<file path="src/rtl/flash_fe_pkg.sv">
package flash_fe_pkg;
  localparam int OP_N    = 7;
  localparam int OP_RST  = 0;
  localparam int OP_STBY = 1;
  localparam int OP_WR   = 2;
  localparam int OP_ODIS = 3;
  localparam int OP_ARD  = 4;
  localparam int OP_SRD  = 5;
  localparam int OP_SUSP = 6;
  typedef logic [OP_N-1:0] op_t;
endpackage

</file>
<file path="src/rtl/fe_pin_sampler.sv">
module fe_pin_sampler #(
  parameter int ADDR_W = 16,
  parameter int DATA_W = 16
) (
  input  logic              clk_i,
  input  logic              rst_ni,
  input  logic              dev_rst_ni,
  input  logic              ce_ni,
  input  logic              oe_ni,
  input  logic              we_ni,
  input  logic              adv_ni,
  input  logic              bclk_i,
  input  logic              sync_i,
  input  logic [ADDR_W-1:0] addr_i,
  input  logic [DATA_W-1:0] dq_i,
  output logic              s_rst_no,
  output logic              s_ce_no,
  output logic              s_oe_no,
  output logic              s_we_no,
  output logic              s_adv_no,
  output logic              s_sync_o,
  output logic [ADDR_W-1:0] s_addr_o,
  output logic [DATA_W-1:0] s_dq_o,
  output logic [ADDR_W-1:0] p_addr_o,
  output logic              bclk_rise_o,
  output logic              adv_rise_o
);
  logic s_bclk_q, p_bclk_q, p_adv_nq;

  always_ff @(posedge clk_i or negedge rst_ni) begin
    if (!rst_ni) begin
      s_rst_no <= 1'b0;
      s_ce_no  <= 1'b1;
      s_oe_no  <= 1'b1;
      s_we_no  <= 1'b1;
      s_adv_no <= 1'b1;
      s_sync_o <= 1'b0;
      s_bclk_q <= 1'b0;
      s_addr_o <= '0;
      s_dq_o   <= '0;
      p_bclk_q <= 1'b0;
      p_adv_nq <= 1'b1;
      p_addr_o <= '0;
    end else begin
      s_rst_no <= dev_rst_ni;
      s_ce_no  <= ce_ni;
      s_oe_no  <= oe_ni;
      s_we_no  <= we_ni;
      s_adv_no <= adv_ni;
      s_sync_o <= sync_i;
      s_bclk_q <= bclk_i;
      s_addr_o <= addr_i;
      s_dq_o   <= dq_i;
      p_bclk_q <= s_bclk_q;
      p_adv_nq <= s_adv_no;
      p_addr_o <= s_addr_o;
    end
  end

  assign bclk_rise_o = s_bclk_q & ~p_bclk_q;
  assign adv_rise_o  = s_adv_no & ~p_adv_nq;
endmodule

</file>
<file path="src/rtl/fe_halt_det.sv">
module fe_halt_det #(
  parameter int HALT_CYC = 8
) (
  input  logic clk_i,
  input  logic rst_ni,
  input  logic bclk_rise_i,
  output logic halted_o
);
  localparam int CW = $clog2(HALT_CYC + 1);
  localparam logic [CW-1:0] LIMIT = CW'(HALT_CYC);

  logic [CW-1:0] idle_q;

  always_ff @(posedge clk_i or negedge rst_ni) begin
    if (!rst_ni)               idle_q <= LIMIT;
    else if (bclk_rise_i)      idle_q <= '0;
    else if (idle_q != LIMIT)  idle_q <= idle_q + 1'b1;
  end

  assign halted_o = (idle_q == LIMIT);

  a_r6_edge_ends_halt: assert property (@(posedge clk_i) disable iff (!rst_ni)
    bclk_rise_i |=> !halted_o);
endmodule

</file>
<file path="src/rtl/fe_addr_latch.sv">
module fe_addr_latch #(
  parameter int ADDR_W = 16
) (
  input  logic              clk_i,
  input  logic              rst_ni,
  input  logic              s_rst_ni,
  input  logic              s_ce_ni,
  input  logic              s_we_ni,
  input  logic              s_adv_ni,
  input  logic              s_sync_i,
  input  logic [ADDR_W-1:0] s_addr_i,
  input  logic [ADDR_W-1:0] p_addr_i,
  input  logic              bclk_rise_i,
  input  logic              adv_rise_i,
  output logic [ADDR_W-1:0] addr_o
);
  logic [ADDR_W-1:0] lat_q;
  logic              cap_q;
  logic              gate;

  assign gate = s_we_ni & ~s_ce_ni;

  always_ff @(posedge clk_i or negedge rst_ni) begin
    if (!rst_ni) begin
      lat_q <= '0;
      cap_q <= 1'b0;
    end else if (!s_rst_ni) begin
      lat_q <= '0;
      cap_q <= 1'b0;
    end else if (!s_sync_i) begin
      if (!s_adv_ni && !s_ce_ni) lat_q <= s_addr_i;
      cap_q <= 1'b0;
    end else if (s_adv_ni) begin
      // rising edge of address-valid: capture only if the clock did not already
      if (adv_rise_i && !cap_q && gate) lat_q <= p_addr_i;
      cap_q <= 1'b0;
    end else if (bclk_rise_i && !cap_q && gate) begin
      lat_q <= s_addr_i;
      cap_q <= 1'b1;
    end
  end

  assign addr_o = (!s_sync_i && !s_adv_ni && !s_ce_ni && s_rst_ni) ? s_addr_i : lat_q;

  a_r1_dev_reset_clears: assert property (@(posedge clk_i) disable iff (!rst_ni)
    !s_rst_ni |=> (lat_q == '0));
  a_r10_one_capture: assert property (@(posedge clk_i) disable iff (!rst_ni)
    (s_sync_i && s_rst_ni && !s_adv_ni && cap_q) |=> $stable(lat_q));
  a_r11_gated_capture: assert property (@(posedge clk_i) disable iff (!rst_ni)
    (s_sync_i && s_rst_ni && !gate) |=> $stable(lat_q));
endmodule

</file>
<file path="src/rtl/fe_op_decode.sv">
module fe_op_decode
  import flash_fe_pkg::*;
(
  input  logic clk_i,
  input  logic rst_ni,
  input  logic s_rst_ni,
  input  logic s_ce_ni,
  input  logic s_oe_ni,
  input  logic s_we_ni,
  input  logic s_sync_i,
  input  logic halted_i,
  output op_t  op_o
);
  logic burst_q;

  always_comb begin
    op_o = '0;
    if (!s_rst_ni)                       op_o[OP_RST]  = 1'b1;
    else if (s_ce_ni)                    op_o[OP_STBY] = 1'b1;
    else if (!s_we_ni)                   op_o[OP_WR]   = 1'b1;
    else if (!s_oe_ni && s_sync_i)       op_o[OP_SRD]  = 1'b1;
    else if (!s_oe_ni)                   op_o[OP_ARD]  = 1'b1;
    else if (s_sync_i && halted_i && burst_q) op_o[OP_SUSP] = 1'b1;
    else                                 op_o[OP_ODIS] = 1'b1;
  end

  // a burst stays suspendable until reset, standby or a write ends it
  always_ff @(posedge clk_i or negedge rst_ni) begin
    if (!rst_ni)                                    burst_q <= 1'b0;
    else if (op_o[OP_RST] || op_o[OP_STBY] || op_o[OP_WR]) burst_q <= 1'b0;
    else if (op_o[OP_SRD])                          burst_q <= 1'b1;
  end

  a_r13_onehot_op: assert property (@(posedge clk_i) disable iff (!rst_ni)
    $countones(op_o) == 1);
endmodule

</file>
<file path="src/rtl/flash_bus_front.sv">
module flash_bus_front
  import flash_fe_pkg::*;
#(
  parameter int ADDR_W   = 16,
  parameter int DATA_W   = 16,
  parameter int PART_W   = 3,
  parameter int HALT_CYC = 8
) (
  input  logic              clk_i,
  input  logic              rst_ni,
  input  logic              dev_rst_ni,
  input  logic              chip_sel_ni,
  input  logic              out_en_ni,
  input  logic              wr_en_ni,
  input  logic              addr_vld_ni,
  input  logic              bclk_i,
  input  logic              sync_mode_i,
  input  logic [ADDR_W-1:0] addr_i,
  input  logic [DATA_W-1:0] dq_i,
  input  logic [DATA_W-1:0] rd_data_i,
  input  logic              rdy_i,
  output logic [DATA_W-1:0] dq_o,
  output logic              dq_oe_o,
  output logic              wait_o,
  output logic              wait_oe_o,
  output logic              wr_valid_o,
  output logic [DATA_W-1:0] wr_data_o,
  output logic [OP_N-1:0]   op_o,
  output logic [ADDR_W-1:0] addr_o,
  output logic [PART_W-1:0] part_o
);
  logic              s_rst_n, s_ce_n, s_oe_n, s_we_n, s_adv_n, s_sync;
  logic [ADDR_W-1:0] s_addr, p_addr;
  logic [DATA_W-1:0] s_dq;
  logic              bclk_rise, adv_rise, halted;
  op_t               op;

  fe_pin_sampler #(.ADDR_W(ADDR_W), .DATA_W(DATA_W)) u_smp (
    .clk_i, .rst_ni,
    .dev_rst_ni, .ce_ni(chip_sel_ni), .oe_ni(out_en_ni), .we_ni(wr_en_ni),
    .adv_ni(addr_vld_ni), .bclk_i, .sync_i(sync_mode_i), .addr_i, .dq_i,
    .s_rst_no(s_rst_n), .s_ce_no(s_ce_n), .s_oe_no(s_oe_n), .s_we_no(s_we_n),
    .s_adv_no(s_adv_n), .s_sync_o(s_sync), .s_addr_o(s_addr), .s_dq_o(s_dq),
    .p_addr_o(p_addr), .bclk_rise_o(bclk_rise), .adv_rise_o(adv_rise)
  );

  fe_halt_det #(.HALT_CYC(HALT_CYC)) u_halt (
    .clk_i, .rst_ni, .bclk_rise_i(bclk_rise), .halted_o(halted)
  );

  fe_addr_latch #(.ADDR_W(ADDR_W)) u_lat (
    .clk_i, .rst_ni,
    .s_rst_ni(s_rst_n), .s_ce_ni(s_ce_n), .s_we_ni(s_we_n), .s_adv_ni(s_adv_n),
    .s_sync_i(s_sync), .s_addr_i(s_addr), .p_addr_i(p_addr),
    .bclk_rise_i(bclk_rise), .adv_rise_i(adv_rise), .addr_o
  );

  fe_op_decode u_dec (
    .clk_i, .rst_ni,
    .s_rst_ni(s_rst_n), .s_ce_ni(s_ce_n), .s_oe_ni(s_oe_n), .s_we_ni(s_we_n),
    .s_sync_i(s_sync), .halted_i(halted), .op_o(op)
  );

  assign op_o       = op;
  assign dq_oe_o    = op[OP_ARD] | op[OP_SRD] | op[OP_SUSP];
  assign dq_o       = dq_oe_o ? rd_data_i : '0;
  assign wait_oe_o  = op[OP_ARD] | op[OP_SRD];
  assign wait_o     = op[OP_SRD] & ~rdy_i;
  assign wr_valid_o = op[OP_WR];
  assign wr_data_o  = op[OP_WR] ? s_dq : '0;
  assign part_o     = addr_o[ADDR_W-1 -: PART_W];

  a_r2_standby_hiz: assert property (@(posedge clk_i) disable iff (!rst_ni)
    op_o[OP_STBY] |-> (!dq_oe_o && !wait_oe_o));
  a_r4_async_wait_low: assert property (@(posedge clk_i) disable iff (!rst_ni)
    op_o[OP_ARD] |-> (wait_oe_o && !wait_o));
  a_r7_suspend_drive: assert property (@(posedge clk_i) disable iff (!rst_ni)
    op_o[OP_SUSP] |-> (dq_oe_o && !wait_oe_o));
  a_r1_reset_hiz: assert property (@(posedge clk_i) disable iff (!rst_ni)
    op_o[OP_RST] |-> (!dq_oe_o && !wait_oe_o && !wr_valid_o));
endmodule

</file>
<file path="config.mk">
export PLATFORM = sky130hd
export DESIGN_NAME = flash_bus_front
export DESIGN_NICKNAME = d
export VERILOG_FILES = /design/src/rtl/flash_fe_pkg.sv /design/src/rtl/fe_pin_sampler.sv /design/src/rtl/fe_halt_det.sv /design/src/rtl/fe_addr_latch.sv /design/src/rtl/fe_op_decode.sv /design/src/rtl/flash_bus_front.sv
export SDC_FILE = /design/constraint.sdc
export NUM_CORES = 1
export LEC_CHECK = 0
export BUFFER_PORTS_ARGS = -buffer_cell sky130_fd_sc_hd__buf_2
export CAP_MARGIN = 30
export CORE_MARGIN = 3
export CORE_UTILIZATION = 46
export DETAILED_ROUTE_END_ITERATION = 7
export PLACE_DENSITY = 0.75
export SYNTH_ARGS = -nofsm -noshare
export SYNTH_HDL_FRONTEND = slang
export SYNTH_HIERARCHICAL = 1
export SYNTH_SLANG_ARGS = --single-unit
</file>
<file path="constraint.sdc">
create_clock -name clk_i -period 2.85 [get_ports clk_i]
set_input_delay 0.285 -clock clk_i [delete_from_list [all_inputs] [get_ports clk_i]]
set_output_delay 0.285 -clock clk_i [all_outputs]
set_load 0.01 [all_outputs]
</file>
Word-level counts from Yosys, hierarchy flattened
Index checks and enable logic that the tools add are counted.
Word-level totals
  flip-flop bits (word level): 79
  input bits: 58
Operators by class
  add/subtract/negate cells: 1
  mux-type cells: 31
  equal/unequal tests: 5
  reductions and logical operators: 21
  bitwise gates (word level): 10
Operators by type and width (count)
  2-to-1 mux 16 bit: 9
  2-to-1 mux 1 bit: 16
  2-to-1 mux 4 bit: 3
  logical AND 1 bit: 11
  != test 4 x 3 -> 1 bit, second input constant: 2
  2-to-1 mux 6 bit: 1
  zero test 1 bit: 5
  2-to-1 mux 5 bit: 1
  adder 4 x 1 -> 4 bit, second input constant: 1
  bitwise AND 1 bit: 4
  equality test 4 bit, second input constant: 1
  != test 4 bit, second input constant: 1
  NOT 1 bit: 4
  nonzero test 2 bit: 2
  != test 3 x 2 -> 1 bit, second input constant: 1
  AND reduction 3 bit: 1
  logical OR 1 bit: 2
  2-to-1 mux 2 bit: 1
  bitwise OR 1 bit: 2

Logic depth before layout (Yosys ltp)
  depth after elaboration: 12
  depth in mapped cells: 9
  mapped depth without buffers: 7

Modules after synthesis
The synthesis kept the hierarchy.
By module, submodules not included
  fe_pin_sampler: times used 1, area each 1460.2 um^2, cells each 59, sequential area each 1432.6 um^2
  fe_addr_latch: times used 1, area each 1122.3 um^2, cells each 99, sequential area each 425.4 um^2
  flash_bus_front: times used 1, area each 357.8 um^2, cells each 46, sequential area each 0.0 um^2
  fe_halt_det: times used 1, area each 220.2 um^2, cells each 20, sequential area each 101.3 um^2
  fe_op_decode: times used 1, area each 101.3 um^2, cells each 14, sequential area each 25.0 um^2

Worst setup path after synthesis
OpenSTA, ideal clock, no wires.
  kind: reg-to-output
  from: register u_smp.s_rst_no
  to: output part_o[0]
  stages on the path, launching flop included: 6
  required time: 2.565 ns
  path buffers: 3
  setup slack: 0.833 ns
  arrival: 1.732 ns
  cell sequence: dfrtp_1 -> clkbuf_2 -> nor4b_4 -> buf_2 -> mux2_2 -> buf_4
Between the ends
  cells in the longest elaborated chain, start to end: 2
Ends and longest elaborated chain
  start: declaration: line fe_pin_sampler.sv:16  | output logic s_rst_no,
  start signal: assignment: line fe_pin_sampler.sv:45  | s_rst_no <= dev_rst_ni;
  logical AND 1 bit: line fe_addr_latch.sv:43  | assign addr_o = (!s_sync_i && !s_adv_ni && !s_ce_ni && s_rst_ni) ? s_addr_i : lat_q;
  2-to-1 mux 16 bit: line fe_addr_latch.sv:43
  end: declaration: line flash_bus_front.sv:30  | output logic [PART_W-1:0] part_o
No other way between the ends.

Worst setup path after layout
  from: register u_halt.idle_q[0]
  to: output dq_o[10]
Between the ends
  cells in the longest elaborated chain, start to end: 11
Ends and longest elaborated chain
  start: declaration: line fe_halt_det.sv:12  | logic [CW-1:0] idle_q;
  start signal: assignment: line fe_halt_det.sv:17  | else if (idle_q != LIMIT) idle_q <= idle_q + 1'b1;
  equality test 4 bit: line fe_halt_det.sv:20  | assign halted_o = (idle_q == LIMIT);
  named net halted: line flash_bus_front.sv:35  | logic bclk_rise, adv_rise, halted;
  logical AND 1 bit (2 in series): line fe_op_decode.sv:23  | else if (s_sync_i && halted_i && burst_q) op_o[OP_SUSP] = 1'b1;
  2-to-1 mux 1 bit: line fe_op_decode.sv:23
  2-to-1 mux 1 bit: line fe_op_decode.sv:22  | else if (!s_oe_ni) op_o[OP_ARD] = 1'b1;
  2-to-1 mux 1 bit: line fe_op_decode.sv:21  | else if (!s_oe_ni && s_sync_i) op_o[OP_SRD] = 1'b1;
  2-to-1 mux 4 bit: line fe_op_decode.sv:20  | else if (!s_we_ni) op_o[OP_WR] = 1'b1;
  2-to-1 mux 5 bit: line fe_op_decode.sv:19  | else if (s_ce_ni) op_o[OP_STBY] = 1'b1;
  2-to-1 mux 6 bit: line fe_op_decode.sv:18  | if (!s_rst_ni) op_o[OP_RST] = 1'b1;
  bitwise OR 1 bit: line flash_bus_front.sv:65  | assign dq_oe_o = op[OP_ARD] | op[OP_SRD] | op[OP_SUSP];
  2-to-1 mux 16 bit: line flash_bus_front.sv:66  | assign dq_o = dq_oe_o ? rd_data_i : '0;
  end: declaration: line flash_bus_front.sv:22  | output logic [DATA_W-1:0] dq_o,
The timed path passes the listed nets, and every way through them passes these cells.

==> impl_results.rst <==
.. list-table::
   :header-rows: 1

   * - Metric
     - Value
   * - Final Hold Violating Endpoints
     - 0
   * - Insertion delay of the later-clocked pin in the worst-skew pair
     - 330 ps
   * - Detailed Route Iter0 Violations
     - 97
   * - Number of detailed-route iterations in the first pass
     - 4
   * - TritonCTS clock tree
     - done
   * - Maximum clock insertion buffer count
     - 2
   * - Setup repair after global routing missed its margin
     - no
   * - Required time at the endpoint of the critical path
     - 2570 ps
   * - Area used by sequential logic in the layout
     - 0.00198 mm^2
   * - Worst-case hold slack
     - 43.3 ps
   * - Async set-or-reset flop fraction in the synthesized netlist
     - 100%
   * - Slew @ Worst Pin
     - 592 ps
   * - Critical Path Stages
     - 9
   * - Mean post-synth cell area
     - 13.7 um^2
   * - Pwr Density
     - 591 mW/mm^2
   * - Final worst setup slack
     - 322 ps
   * - Number of I/O port buffers
     - 119
   * - Number of inserted filler cells in the final layout
     - 586
   * - Worst-path maximum fanout
     - 10
   * - H-tree Lvls
     - 3
   * - Worst slack after detailed placement
     - 645 ps
   * - Root buffer selected by CTS
     - clkbuf_8
   * - Sequence of cells on the critical path
     - inv_1, ha_1, nand3b_4, inv_1, nand3_1, nor2_1, buf_4, o31a_1, buf_2
   * - Result of the run
     - complete, no violations
   * - Area of the core
     - 0.00683 mm^2
   * - Worst Path Class, Setup
     - register to output pin
   * - Worst setup SP type
     - register
   * - Post-detailed-route via-to-cell ratio
     - 4.89
   * - Bufs and invs on worst path
     - 4
   * - DRT antenna net count
     - 0
   * - Number of distinct standard cells referenced by the synthesized netlist
     - 36
   * - Top FF cell, synth
     - dfrtp_1
   * - Multi-input logic area
     - 0.00110 mm^2
   * - Grt total ovfl
     - 0
   * - Resized cells post-CTS
     - 0
   * - Period utilization
     - 88.7%
   * - Achievable Freq
     - 396 MHz
   * - Critical Path End
     - dq_o[10]
   * - Vias in the first global route
     - 2265
   * - Fraction of layout cells with a size suffix above 1
     - 47.4%
   * - Total via count in the routed design
     - 2245
   * - Top delay family on crit path
     - simple AND/OR/NAND/NOR gates
   * - Final-report setup violation count
     - 0
   * - Data arrival at the endpoint of the critical path
     - 2240 ps
   * - Startpoint of the most critical register-to-register path
     - u_smp/s_sync_o$_DFF_PN0_
   * - Count of unresolved DRC violations after routing
     - 0
   * - Slew margin rel.
     - 60.3%
   * - Clock edge transition at the registers on the reported setup and hold paths
     - 70 ps
   * - Count of state elements after synthesis
     - 79
   * - Total number of placement rows
     - 30
   * - Total CTS buffers
     - 9
   * - Critical path launch point
     - u_halt/idle_q[0]$_DFFE_PN0P_
   * - Initial Utilization
     - 47.7%
   * - Setup crit end kind
     - output pin
   * - Clk sinks
     - 79
   * - Layout overhead on the synthesized area
     - 26.5%
   * - Core Util, Final
     - 60.4%
   * - Number of flops mapped to enable cells by yosys
     - 0
   * - Number of standard cells in the final layout excluding fillers
     - 459
   * - Depth of the worst register-to-register path
     - 5
   * - Final weighted congestion of routability-driven global placement
     - 0.708
   * - Total global-route track usage
     - 16.8%
   * - Die area
     - 0.00814 mm^2
   * - Antenna diode instance count
     - 0
   * - Synthesis warning total
     - 6
   * - Gate count after technology mapping
     - 238
   * - Part of the Yosys area used for sequential elements
     - 60.8%
   * - Crit path top cell by count
     - inv_1
   * - Critical path's slowest cell
     - nor2_1
   * - Hold crit path type
     - input pin to register
   * - Maximum cell stage delay along the critical path
     - 440 ps
   * - Number of antenna violations at the first check in global routing
     - 0
   * - Worst setup slack for register-to-register paths
     - 660 ps
   * - Routed wire per std cell
     - 14.4 um
   * - Overall power of the completed layout
     - 2.44 mW
   * - R2R Path End
     - u_lat/lat_q[2]$_DFFE_PN0P_
   * - Summed instance area of the synthesized netlist
     - 0.00326 mm^2
   * - First-pass GRT wire length
     - 10900 um
   * - Fin crit period
     - 2530 ps
   * - Width of the die
     - 90.2 um
   * - Half-perimeter wire length after detailed placement
     - 4530 um
   * - Area post-placement
     - 0.00388 mm^2
   * - Layout Cell Area excl Fill
     - 0.00413 mm^2
   * - Worst ir drop on vdd
     - 337 uV
   * - Post-detailed-routing wire length
     - 6620 um
   * - Ports
     - 120
   * - Number of maximum-capacitance constraint violations
     - 0
   * - Leakage
     - 2.22 nW
   * - Aggregate negative setup slack
     - 0 ps
   * - Max-slew violation count
     - 0
   * - Post-synth net total
     - 298
   * - Maximum number of pins on one net before global-route repair
     - 80
   * - Net total in the final layout
     - 418
   * - Y dimension of the die
     - 90.2 um
   * - Setup skew after layout
     - 6.03 ps
   * - Number of placed instances, taps included
     - 441
placed cells by master, fill, tap and decap left out, types with 2 or more instances in the layout:
master	n
buf_4	9
nand3b_1	2
dfrtp_1	73
or2_1	2
o31ai_1	16
nor2b_4	2
o31a_1	16
ha_1	2
and2_1	16
clkbuf_1	2
buf_2	118
nor2b_1	3
a21oi_1	19
mux2i_1	18
mux2_2	16
clkbuf_8	12
inv_1	5
nor2_1	6
dfstp_2	6
nand3_1	2
state kept, by name, indices dropped and copies added, names as in the netlist:
signal,flops
u_lat/lat_q,16
u_smp/p_addr_o,16
u_smp/s_addr_o,16
u_smp/s_dq_o,16
u_halt/idle_q,4
u_dec/burst_q,1
u_lat/cap_q,1
u_smp/p_adv_nq,1
u_smp/p_bclk_q,1
u_smp/s_adv_no,1
u_smp/s_bclk_q,1
u_smp/s_ce_no,1
u_smp/s_oe_no,1
u_smp/s_rst_no,1
u_smp/s_sync_o,1
u_smp/s_we_no,1
worst min-delay path by stage:
stage,from,end,slack [ps],cells after the start
floorplan,rst_ni,u_dec/burst_q$_DFFE_PN0P_,-10,0
global placement,u_smp/s_bclk_q$_DFF_PN0_,u_smp/p_bclk_q$_DFF_PN0_,370,0
detailed placement,u_smp/s_bclk_q$_DFF_PN0_,u_smp/p_bclk_q$_DFF_PN0_,380,0
CTS,wr_en_ni,u_smp/s_we_no$_DFF_PN1_,20,1
global route,wr_en_ni,u_smp/s_we_no$_DFF_PN1_,20,1
finish,chip_sel_ni,u_smp/s_ce_no$_DFF_PN1_,40,1
final cells by class:
type                       count  area share (%)
sequential                    79            48.1
clock buffer                  14            4.18
tap                           96            2.91
inverter                       5           0.455
clock inverter                 2           0.909
timing repair buffer         129            16.9
multi-input combinational    134            26.6
report_power, final:
group,total [mW],switching [mW],internal (mW)
clock network,0.845,0.367,0.478
logic,0.316,0.156,0.160
registers,1.28,0.0667,1.21
cells in the mapped netlist, types with 2 or more instances:
library cell   n  area (um^2)
mux2_2        16          180
ha_1           2         25.0
or2_1          2         12.5
o31ai_1       16          120
inv_1          5         18.8
nand3b_1       2         15.0
nor2_1         6         22.5
dfrtp_1       73         1830
a21oi_1       19         95.1
mux2i_1       18          180
dfstp_2        6          158
buf_2          4         20.0
nor2b_4        2         27.5
clkbuf_1       3         11.3
buf_4          4         30.0
o31a_1        16          140
nand3_1        2         10.0
and2_1        16          100
buf_6          7         78.8
nor2b_1        3         18.8
per-layer routing:
layer	GRT usage [%]	wire length, um	vias to the layer above
li1	-	-	1074
met4	8.04	107	0
met2	27.6	3300	81
met5	0	0	-
met3	3.85	412	8
met1	21.0	2800	1082
worst register-to-register path: cells and delay by family (launching register included):
kind / cells / cell delay [ps]
AOI/OAI and AO/OA: 1 / 150
and+or+nand+nor: 3 / 1100
DFF: 1 / 580
buffers and inverters: 1 / 220
logic make-up (layout without fill, tap and decap cells):
family | count (synthesis) | count (layout) | share of synthesized area, %
adders and majority gates | 2 | 2 | 0.767
muxes | 34 | 34 | 11.0
AOI/OAI and AO/OA | 52 | 52 | 11.3
and+or+nand+nor | 44 | 44 | 10.1
DFF | 79 | 79 | 60.8
xor gates and xnor gates | 2 | 2 | 0.537
buffers and inverters | 25 | 150 | 5.49
timing repair:
action / in CTS / in global routing
hold endpoints to repair: 0 / 15
hold buffers: 0 / 1
endpoints found under the setup margin: 0 / 0
setup buffers: 0 / 0
Power figures use the tool's default switching activity.
